--- src/rtl/bsh_pkg.sv ---
package bsh_pkg;
  // Operation select encoding; the left/right split is decoded by the top.
  typedef enum logic [1:0] {
    SH_LL = 2'b00,
    SH_RL = 2'b01,
    SH_RA = 2'b10,
    SH_RX = 2'b11
  } sh_op_e;
endpackage

--- src/rtl/bsh_mirror.sv ---
// Conditional bit reversal, used to map a left shift onto the right shifter.
module bsh_mirror #(
  parameter int W = 32
) (
  input  logic         en,
  input  logic [W-1:0] din,
  output logic [W-1:0] dout
);
  logic [W-1:0] rev;

  for (genvar i = 0; i < W; i++) begin : g_rev
    assign rev[i] = din[W-1-i];
  end

  assign dout = en ? rev : din;
endmodule

--- src/rtl/bsh_rshift_core.sv ---
// Logarithmic right shifter over W+1 bits (operand plus a guard bit below it).
// After shifting by n the guard position holds the last bit moved out, and
// holds the zero guard itself when n is 0.
module bsh_rshift_core #(
  parameter int W    = 32,
  parameter int SH_W = 5
) (
  input  logic [W:0]      vec,
  input  logic            fill,
  input  logic [SH_W-1:0] amt,
  output logic [W:0]      shifted
);
  for (genvar s = 0; s < SH_W; s++) begin : g_st
    localparam int K = 1 << s;
    logic [W:0] src;
    logic [W:0] dst;
    if (s == 0) begin : g_first
      assign src = vec;
    end else begin : g_next
      assign src = g_st[s-1].dst;
    end
    assign dst = amt[s] ? {{K{fill}}, src[W:K]} : src;
  end

  assign shifted = g_st[SH_W-1].dst;
endmodule

--- src/rtl/bsh_flags.sv ---
module bsh_flags #(
  parameter int W = 32
) (
  input  logic [W-1:0] res,
  output logic         zero,
  output logic         sign
);
  assign zero = (res == '0);
  assign sign = res[W-1];
endmodule

--- src/rtl/bsh_top.sv ---
module bsh_top #(
  parameter int DATA_W   = 32,
  parameter int CNT_IN_W = 32
) (
  input  logic                clk,
  input  logic                rst_n,
  input  logic                in_valid,
  input  logic [1:0]          in_op,
  input  logic [DATA_W-1:0]   in_operand,
  input  logic [CNT_IN_W-1:0] in_count,
  output logic                out_valid,
  output logic [DATA_W-1:0]   out_result,
  output logic                out_zero,
  output logic                out_sign,
  output logic                out_carry,
  output logic                out_ovf
);
  import bsh_pkg::*;

  localparam int SH_W = $clog2(DATA_W);

  // Reset: asserted asynchronously, released after two clock edges.
  logic [1:0] rst_pipe;
  logic       rst_q_n;

  always_ff @(posedge clk or negedge rst_n) begin
    if (!rst_n) rst_pipe <= 2'b00;
    else        rst_pipe <= {rst_pipe[0], 1'b1};
  end
  assign rst_q_n = rst_pipe[1];

  // Decode.
  sh_op_e          op_e;
  logic            go_left;
  logic            go_arith;
  logic [SH_W-1:0] amt;
  logic            unused_cnt;

  assign op_e       = sh_op_e'(in_op);
  assign go_left    = (op_e == SH_LL);
  assign go_arith   = (op_e == SH_RA);
  assign amt        = in_count[SH_W-1:0];
  assign unused_cnt = ^in_count[CNT_IN_W-1:SH_W];

  // Datapath.
  logic [DATA_W-1:0] pre;
  logic [DATA_W:0]   shifted;
  logic [DATA_W-1:0] post;
  logic              fill;
  logic              c_new;
  logic              z_new;
  logic              s_new;

  bsh_mirror #(.W(DATA_W)) u_pre (
    .en  (go_left),
    .din (in_operand),
    .dout(pre)
  );

  assign fill = go_arith & in_operand[DATA_W-1];

  bsh_rshift_core #(.W(DATA_W), .SH_W(SH_W)) u_core (
    .vec    ({pre, 1'b0}),
    .fill   (fill),
    .amt    (amt),
    .shifted(shifted)
  );

  bsh_mirror #(.W(DATA_W)) u_post (
    .en  (go_left),
    .din (shifted[DATA_W:1]),
    .dout(post)
  );

  assign c_new = shifted[0];

  bsh_flags #(.W(DATA_W)) u_flags (
    .res (post),
    .zero(z_new),
    .sign(s_new)
  );

  // Output stage: next-state logic.
  logic              vld_d;
  logic [DATA_W-1:0] res_d;
  logic              z_d, s_d, c_d, ov_d;

  always_comb begin
    vld_d = in_valid;
    res_d = out_result;
    z_d   = out_zero;
    s_d   = out_sign;
    c_d   = out_carry;
    ov_d  = out_ovf;
    if (in_valid) begin
      res_d = post;
      z_d   = z_new;
      s_d   = s_new;
      c_d   = c_new;
      ov_d  = 1'b0;
    end
  end

  // Output stage: registers.
  always_ff @(posedge clk or negedge rst_q_n) begin
    if (!rst_q_n) begin
      out_valid  <= 1'b0;
      out_result <= '0;
      out_zero   <= 1'b0;
      out_sign   <= 1'b0;
      out_carry  <= 1'b0;
      out_ovf    <= 1'b0;
    end else begin
      out_valid  <= vld_d;
      out_result <= res_d;
      out_zero   <= z_d;
      out_sign   <= s_d;
      out_carry  <= c_d;
      out_ovf    <= ov_d;
    end
  end
endmodule

--- config.mk ---
export PLATFORM = sky130hd
export DESIGN_NAME = bsh_top
export DESIGN_NICKNAME = d
export VERILOG_FILES = /design/src/rtl/bsh_pkg.sv /design/src/rtl/bsh_mirror.sv /design/src/rtl/bsh_rshift_core.sv /design/src/rtl/bsh_flags.sv /design/src/rtl/bsh_top.sv
export SDC_FILE = /design/constraint.sdc
export NUM_CORES = 1
export LEC_CHECK = 0
export BUFFER_PORTS_ARGS = -buffer_cell sky130_fd_sc_hd__buf_4
export CORE_MARGIN = 2
export CORE_UTILIZATION = 57
export CTS_BUF_LIST = sky130_fd_sc_hd__clkbuf_4 sky130_fd_sc_hd__clkbuf_8
export DETAILED_ROUTE_END_ITERATION = 8
export PLACE_DENSITY = 0.84
export SYNTH_ARGS = -nofsm -noshare
export SYNTH_HDL_FRONTEND = slang
export SYNTH_SLANG_ARGS = --single-unit
export TNS_END_PERCENT = 100
--- constraint.sdc ---
create_clock -name clk -period 1.3 [get_ports clk]
set_input_delay 0.13 -clock clk [delete_from_list [all_inputs] [get_ports clk]]
set_output_delay 0.13 -clock clk [all_outputs]
set_load 0.005 [all_outputs]
==> results of run 1 <==
==> logic make-up after synthesis <==
logic type | count (synthesis)
simple gates | 174
compound gates | 163
mux | 104
buf+inv | 65
flops | 37
other cells | 2
==> through the flow <==
step / util, % / hold slack, ns
after CTS: 95.1 / 0.189
after floorplan: - / -0.166
after global placement: 83.4 / -0.0886
after detailed placement: 83.4 / -0.0820
==> what timing repair did <==
action,CTS
setup buffers,22
hold endpoints to repair,2
hold buffers,1
setup endpoints to repair,34
gates resized for setup,147
gates cloned,2
pin swaps,54
==> metal layers <==
metal	overflow	track usage, %
met3	0	60.2
met4	18	75.5
met1	1	77.7
met5	0	8.97
met2	26	93.6
==> results.md, run 1 <==
* Post-synth EDFFs at 0
* Die W at 94.0 µm
* Port Buffers at 77
* Post-DP HPWL at 16.0 mm
* Count leader, synth: nand2_1
* Post-Synth Simple-Gate Area at 17.4%
* Post-synthesis adder-cell area fraction at 0%
* Post-synthesis mux area share at 30.6%
* Yosys cell types at 75
* Pre-CTS setup slack at -1.65 ns
* Post-synthesis sequential area ratio at approximately 20%
* Biggest area consumer among synthesized cells: dfrtp_1
* Outcome: stopped before the end
* Syn. warnings at 0
* Vias in the first global route at 7957
* Cells after DPL at 842
* Clock buffer depth at 2
* Synthesis-stage register bit count at 37
* Clock H-tree levels at 2
* GRT overflow at 45
* Row count at 32
* Post-synth top flop: dfrtp_1
* Synth top area share at 20.1%
* Stop err: [ERROR GRT-0116] Global routing finished with congestion. Check the congestion regions in the DRC Viewer.
* Clk sinks at 37
* Syn Area/Cell at about 8.5 µm²
* Xor and xnor area share after synthesis at 0%
* Die Ht at 94.0 µm
* Clk root buf: clkbuf_8
* Synth top cells by count: nand2_1 (71), nor2_1 (50), mux2_2 (41)
* Ranking of synthesized cells by area: dfrtp_1 (20%), mux2_2 (10%), mux2i_1 (8.7%)
* GPL Wtd Cong at 1.11
* Post-synthesis instance total at between 500 and 600
* Synthesized cell area at about 0.0046 mm²
* Total track usage at 76.4%
* Synth async-reset ratio at 100%
* Starting Density at roughly three fifths
* Largest net degree at the start of global routing at 58
* DP Area at 0.00647 mm²
* Wire length of the first global-routing pass at 50.5 mm
* Exit stage: global routing (5_1_grt)
* Mapped Nets at 614
* Top Ports at 106
* Total CTS buffers at 5
* Complex-gate fraction of the synthesized area at 24.9%
* Combinational family with the most area after synthesis: multiplexers
==> run 2: changes to the inputs <==
--- a/config.mk
+++ b/config.mk
@@ -7,10 +7,9 @@
 export LEC_CHECK = 0
 export BUFFER_PORTS_ARGS = -buffer_cell sky130_fd_sc_hd__buf_4
 export CORE_MARGIN = 2
-export CORE_UTILIZATION = 57
-export CTS_BUF_LIST = sky130_fd_sc_hd__clkbuf_4 sky130_fd_sc_hd__clkbuf_8
+export CORE_UTILIZATION = 40
 export DETAILED_ROUTE_END_ITERATION = 8
-export PLACE_DENSITY = 0.84
+export PLACE_DENSITY_LB_ADDON = 0.15
 export SYNTH_ARGS = -nofsm -noshare
 export SYNTH_HDL_FRONTEND = slang
 export SYNTH_SLANG_ARGS = --single-unit
==> results.md, run 2 <==
* Outcome: complete, but fails checks
* Violated checks: negative setup slack
* DRC at 0
* Data required, critical path at 1.53 ns
* Tot Pwr at 6.14 mW
* Switching Share at 35.0%
* GRT overflow at 0
* Clk sinks at 37 (unchanged)
* GPL Wtd Cong at 0.981 (-12%)
* Leak at 3.42 nW
* Port Buffers at 77 (unchanged)
* Post-Synth Simple-Gate Area at 17.4% (unchanged)
* Synth top cells by count: nand2_1 (71), nor2_1 (50), mux2_2 (41)
* Critical Path Start Type: primary input
* Fillers at 923
* Synth top area share at 20.1% (unchanged)
* Commonest non-fill, non-tap cell in the layout: buf_4
* RSZ-0062 raised after global routing: true
* Setup violators final at 34
* Initial antenna violation count at 0
* Yosys cell types at 75 (unchanged)
* Die area at 0.0124 mm²
* Comb pwr share at 53.8%
* Vias in the first global route at between 5000 and 6000
* Core area at between 0.01 and 0.015 mm²
* ANT nets after route at 0
* Period Utilization, post-route at 188%
* Max IR drop VDD at around 0.0010 V
* Syn. warnings at 0 (unchanged)
* Syn-to-layout area delta at 64.5%
* Worst-path clk slew at roughly 0.060 ns
* CP arrival at 2.67 ns
* Relative slew slack at about two thirds
* Largest net degree at the start of global routing at slightly below 60
* Crit Path Max Fanout at 6
* Setup CP Type: in2reg
* Mapped Nets at 614 (unchanged)
* Cells after DPL at 892 (+5.9%)
* Biggest area consumer among synthesized cells: dfrtp_1
* Complex-gate fraction of the synthesized area at 24.9% (unchanged)
* Sequential power share at 22.9%
* Pre-CTS setup slack at -1.53 ns (+0.119 ns)
* Power Internal at ~4.0 mW
* Area of the multi-input gates at 0.00388 mm²
* Worst slew pin tran at 0.504 ns
* Vias per cell at 6.06
* Worst setup margin at -1.14 ns
* Count leader, synth: nand2_1
* Total CTS buffers at 5 (unchanged)
* TritonCTS clock tree: done
* Top Ports at 106 (unchanged)
* Nets at roughly 850
* Clock H-tree levels at 2 (unchanged)
* Largest Register: out_result
* Layout Skew at between 0.005 and 0.006 ns
* Max-Cap Viols at 0
* Fmax at 409 MHz
* Post-synth EDFFs at 0 (unchanged)
* Util after Layout at between 60 and 70%
* Post-DP HPWL at 15.8 mm (-0.92%)
* WL met2 at 9.30 mm
* Worst setup EP type: flip-flop
* Fin. max-slew vios at 0
* Post-synthesis instance total at 545 (unchanged)
* Power Density at 809 mW/mm²
* Via count at 5614
* Clock power share at around a quarter
* DRT Pass-1 Iters at 7
* Die W at 111 µm (+19%)
* Diode count at 0
* Post-synthesis sequential area ratio at 20.1% (unchanged)
* Final hold violations at 0
* Combinational family with the most area after synthesis: multiplexers
* P_sw at 2.15 mW
* Fraction of layout cells with a size suffix above 1 at 54.8%
* Clk root buf: clkbuf_16
* Most frequent cells in the layout: buf_4 (248), nand2_1 (68), nor2_1 (43), mux2i_1 (39), dfrtp_1 (37)
* Starting Density at 40.7% (-19 points)
* Synthesis-stage register bit count at 37 (unchanged)
* DR WL/cell at approximately 22 µm
* Total track usage at between 30% and 40%
* Wire length on met1 at a little under 9 mm
* Synth async-reset ratio at 100% (unchanged)
* Sequential cell area at 926 µm²
* Clock buffer depth at 2 (unchanged)
* Die Ht at 111 µm (+19%)
* Xor and xnor area share after synthesis at 0% (unchanged)
* Drt initial violations at 520
* Top Metal Used: met4
* Leading registers by flop count: out_result (32), rst_pipe (2)
* Hold Path Class: in2async
* Clock Latency Late Sink at 0.29 ns
* Final Critical Period at ~2.4 ns
* Post-synthesis mux area share at 30.6% (unchanged)
* Wire length of the first global-routing pass at 31.4 mm
* Syn Area/Cell at 8.46 µm² (unchanged)
* Max reg flops at 32
* Post-synth top flop: dfrtp_1
* Post-synthesis adder-cell area fraction at 0% (unchanged)
* Final cell count without fillers at 926
* Ranking of synthesized cells by area: dfrtp_1 (20%), mux2_2 (10%), mux2i_1 (8.7%)
* Synthesized cell area at 0.00461 mm² (unchanged)
* Row count at 39 (+22%)
* WL met3 at 1.47 mm
* Final WL at 20.1 mm
[run 2: cell counts after synthesis]
No cell type changed its count.
[run 2: metrics by stage]
stage | TNS [ns] | instance area, µm² | hold slack (ns)
finish | -31.50 | 7590 | 0.164
detailed placement | -44.81 | 6640 | -0.0833
floorplan | -30.39 | 4730 | -0.166
global placement | -44.62 | 6640 | -0.0879
CTS | -29.85 | 7330 | 0.184
global route | -33.61 | 7590 | 0.160
[run 2: cell families (layout without fill, tap and decap cells)]
logic type	Yosys count	count (layout)
AND/OR/NAND/NOR	174	174
AO/OA/AOI/OAI	163	163
multiplexers	104	104
buffers and inverters	65	303
flip-flops	37	37
other	2	2
[run 2: layout make-up]
type,count,area share [%]
Clock buffer,7,1.88
Clock inverter,1,0.396
Inverter,12,0.594
Multi-Input combinational cell,443,51.2
Sequential cell,37,12.2
Tap cell,143,2.36
Timing Repair Buffer,283,31.4
[run 2: final timing paths]
kind	depth (start not counted)	to	slack, ns	start
max in group asynchronous	1	out_result[5]	0.69	rst_pipe[1]
worst min-delay path	2	rst_pipe[1]	0.16	rst_n
worst max-delay path	12	out_zero	-1.14	in_op[0]
min in group clk	2	out_valid	0.26	in_valid
worst min register to register	1	out_carry	0.28	rst_pipe[1]
worst max register to register	2	out_zero	0.46	out_zero
[run 2: timing repair]
item / CTS / global route
buffers inserted: 18 / 10
pin swaps: 41 / 16
endpoints found under the setup margin: 34 / 34
cloned: 1 / 0
resized for setup: 82 / 41
hold endpoints to repair: 2 / 0
hold buffers: 1 / 0
[run 2: critical path, stage by stage]
cell and delay (ns):
buf_8 0.10, buf_8 0.12, nor2_4 0.17, buf_12 0.13, mux4_2 0.57, a31oi_1 0.21
buf_4 0.15, nand4_1 0.13, nor4_2 0.17, nand4_1 0.19, nor4_2 0.38, a41o_1 0.21
[run 2: power by group through the flow]
stage	Combinational [mW]	Sequential [mW]	Clock (mW)
5_1_grt	3.50	1.43	1.49
4_1_cts	3.10	1.41	1.43
6_report	3.30	1.41	1.43
3_5_place_dp	2.79	1.42	0
2_1_floorplan	1.35	1.44	0
3_3_place_gp	2.78	1.41	0
[run 2: per-layer routing]
layer | vias to the layer above | GRT usage, %
met5 | - | 0
met4 | 0 | 6.91
met3 | 33 | 7.08
met2 | 228 | 50.4
met1 | 2773 | 45.9
li1 | 2580 | -
Power figures use the tool's default switching activity.
==> run 3: changes to the inputs <==
--- a/config.mk
+++ b/config.mk
@@ -10,6 +10,7 @@
 export CORE_UTILIZATION = 40
 export DETAILED_ROUTE_END_ITERATION = 8
 export PLACE_DENSITY_LB_ADDON = 0.15
+export SKIP_LAST_GASP = 1
 export SYNTH_ARGS = -nofsm -noshare
 export SYNTH_HDL_FRONTEND = slang
 export SYNTH_SLANG_ARGS = --single-unit
==> results.md, run 3 (same netlist as run 2, synthesis figures left out) <==
* Starting Density at 40.7% (unchanged)
* Setup violators final at 34 (unchanged)
* Setup CP Type: in2reg
* Vias per cell at 6.09 (+0.46%)
* Relative slew slack at 65.6% (-0.60 points)
* Max reg flops at 32 (unchanged)
* Worst-path clk slew at 0.06 ns (about the same)
* Leading registers by flop count: out_result (32), rst_pipe (2)
* Worst setup EP type: flip-flop
* Top Ports at 106 (unchanged)
* Max-Cap Viols at 0 (unchanged)
* Fmax at 411 MHz (+0.44%)
* Data required, critical path at 1.53 ns (about the same)
* Die W at 111 µm (unchanged)
* Violated checks: negative setup slack
* Syn-to-layout area delta at 61.3%
* GRT overflow at 0 (unchanged)
* Most frequent cells in the layout: buf_4 (258), nand2_1 (70), nor2_1 (45), mux2i_1 (38), dfrtp_1 (37)
* Worst setup margin at -1.13 ns (+0.0106 ns)
* Reg2Reg Setup Slack at 0.46 ns (about the same)
* Worst slew pin tran at 0.513 ns (+0.00900 ns)
* Max IR drop VDD at 0.00102 V (-0.80%)
* Final WL at 20.0 mm (-0.66%)
* Outcome: complete, but fails checks
* Crit Path Max Fanout at 6 (unchanged)
* Critical Path Start Type: primary input
* Drt initial violations at 532 (+2.3%)
* CP endpoint: out_zero
* Total CTS buffers at 5 (unchanged)
* Final Critical Period at 2.43 ns (-0.0106 ns)
* Wire length of the first global-routing pass at 31.3 mm (-0.35%)
* Layout Skew at 0.00900 ns (+0.00324 ns)
* Area of the multi-input gates at 0.00380 mm² (-2.0%)
* Fillers at 947 (+2.6%)
* Period Utilization, post-route at 187% (-0.82 points)
* Post-DP HPWL at 15.8 mm (unchanged)
* Initial antenna violation count at 0 (unchanged)
* Fraction of layout cells with a size suffix above 1 at 53.3% (-1.5 points)
* Largest net degree at the start of global routing at 58 (unchanged)
* Setup_tns at -30.73 ns (+0.763 ns)
* CP arrival at 2.66 ns (about the same)
* Nets at 850 (-0.12%)
* Die area at 0.0124 mm² (unchanged)
* Sequential cell area at 926 µm² (unchanged)
* DRC at 0 (unchanged)
* DRT Pass-1 Iters at 5 (-2)
* ANT nets after route at 0 (unchanged)
* Largest Register: out_result
* R2R cell count at 2 (unchanged)
* Commonest non-fill, non-tap cell in the layout: buf_4
* DP Area at 0.00664 mm² (unchanged)
* GPL Wtd Cong at 0.981 (unchanged)
* Leak at 3.38 nW (-1.1%)
* R2R Path Start: out_zero
* Power Density at 813 mW/mm² (+0.56%)
* Row count at 39 (unchanged)
* Core area at 0.0113 mm² (unchanged)
* Via count at 5634 (+0.36%)
* Clock Latency Late Sink at 0.29 ns (about the same)
* Port Buffers at 77 (unchanged)
* Fin area at 0.00744 mm² (-1.9%)
* Diode count at 0 (unchanged)
* Clock buffer depth at 2 (unchanged)
* Clk sinks at 37 (unchanged)
* Clk root buf: clkbuf_16
* Hold Path Class: in2async
* Die Ht at 111 µm (unchanged)
* Vias in the first global route at 5511 (+0.13%)
* DR WL/cell at 21.6 µm (-0.55%)
* Final hold violations at 0 (unchanged)
* Worst Setup SP: in_op[0]
* Fin. max-slew vios at 0 (unchanged)
* TritonCTS clock tree: done
* Clock H-tree levels at 2 (unchanged)
* Total track usage at 32.1% (-0.092 points)
* RSZ-0062 raised after global routing: true
* RR Endpoint: out_zero
[run 3: stage by stage]
step           cells  utilization [%]  hold WS (ns)  setup slack (ns)  total power, mW
2_1_floorplan    545                -        -0.166             -1.16             2.79
3_3_place_gp     892             58.6       -0.0879             -1.55             4.19
3_5_place_dp     892             58.6       -0.0833             -1.53             4.21
4_1_cts          918             64.4         0.184             -1.11             5.92
5_1_grt          925             65.7         0.162             -1.22             6.33
6_report         925             65.7         0.167             -1.13             6.05
[run 3: routing by layer]
| metal | vias up | wire, µm | track usage, % |
|---|---|---|---|
| met4 | 0 | 420 | 6.67 |
| met3 | 29 | 1490 | 7.57 |
| met2 | 238 | 9120 | 50.2 |
| met5 | - | 0 | 0 |
| li1 | 2577 | - | - |
| met1 | 2790 | 8980 | 45.6 |
[run 3: layout make-up]
class | count | share of cell area [%]
Tap cell | 143 | 2.40
Sequential cell | 37 | 12.4
Timing Repair Buffer | 282 | 31.1
Inverter | 12 | 0.605
Clock buffer | 7 | 1.92
Clock inverter | 1 | 0.404
Multi-Input combinational cell | 443 | 51.1
[run 3: worst min path at each step]
stage                     slack (ns)  startpoint  cells after the start     endpoint
final                           0.17       rst_n                      2  rst_pipe[0]
after global routing            0.16       rst_n                      2  rst_pipe[0]
after detailed placement       -0.08       rst_n                      1  rst_pipe[1]
after global placement         -0.09       rst_n                      1  rst_pipe[1]
after floorplan                -0.17       rst_n                      0  rst_pipe[0]
after CTS                       0.18       rst_n                      2  rst_pipe[1]
[run 3: repair_timing]
item	in CTS	in global routing
setup buffers	18	8
hold buffers	1	0
pin swaps	40	13
hold endpoints to repair	2	0
setup endpoints to repair	34	34
gates cloned	1	0
resized for setup	72	24
[run 3: critical path: stages]
cell and delay, ns:
buf_6 0.10, buf_8 0.12, nor2_4 0.17, buf_12 0.13, mux4_2 0.57, a31oi_1 0.21, buf_4 0.15, nand4_1 0.11
nor4_1 0.20, nand4_1 0.19, nor4_2 0.37, a41o_1 0.21
[run 3: power by group]
group | switching, mW | internal, mW
Sequential | 0.0934 | 1.31
Clock | 0.465 | 0.958
Combinational | 1.55 | 1.67
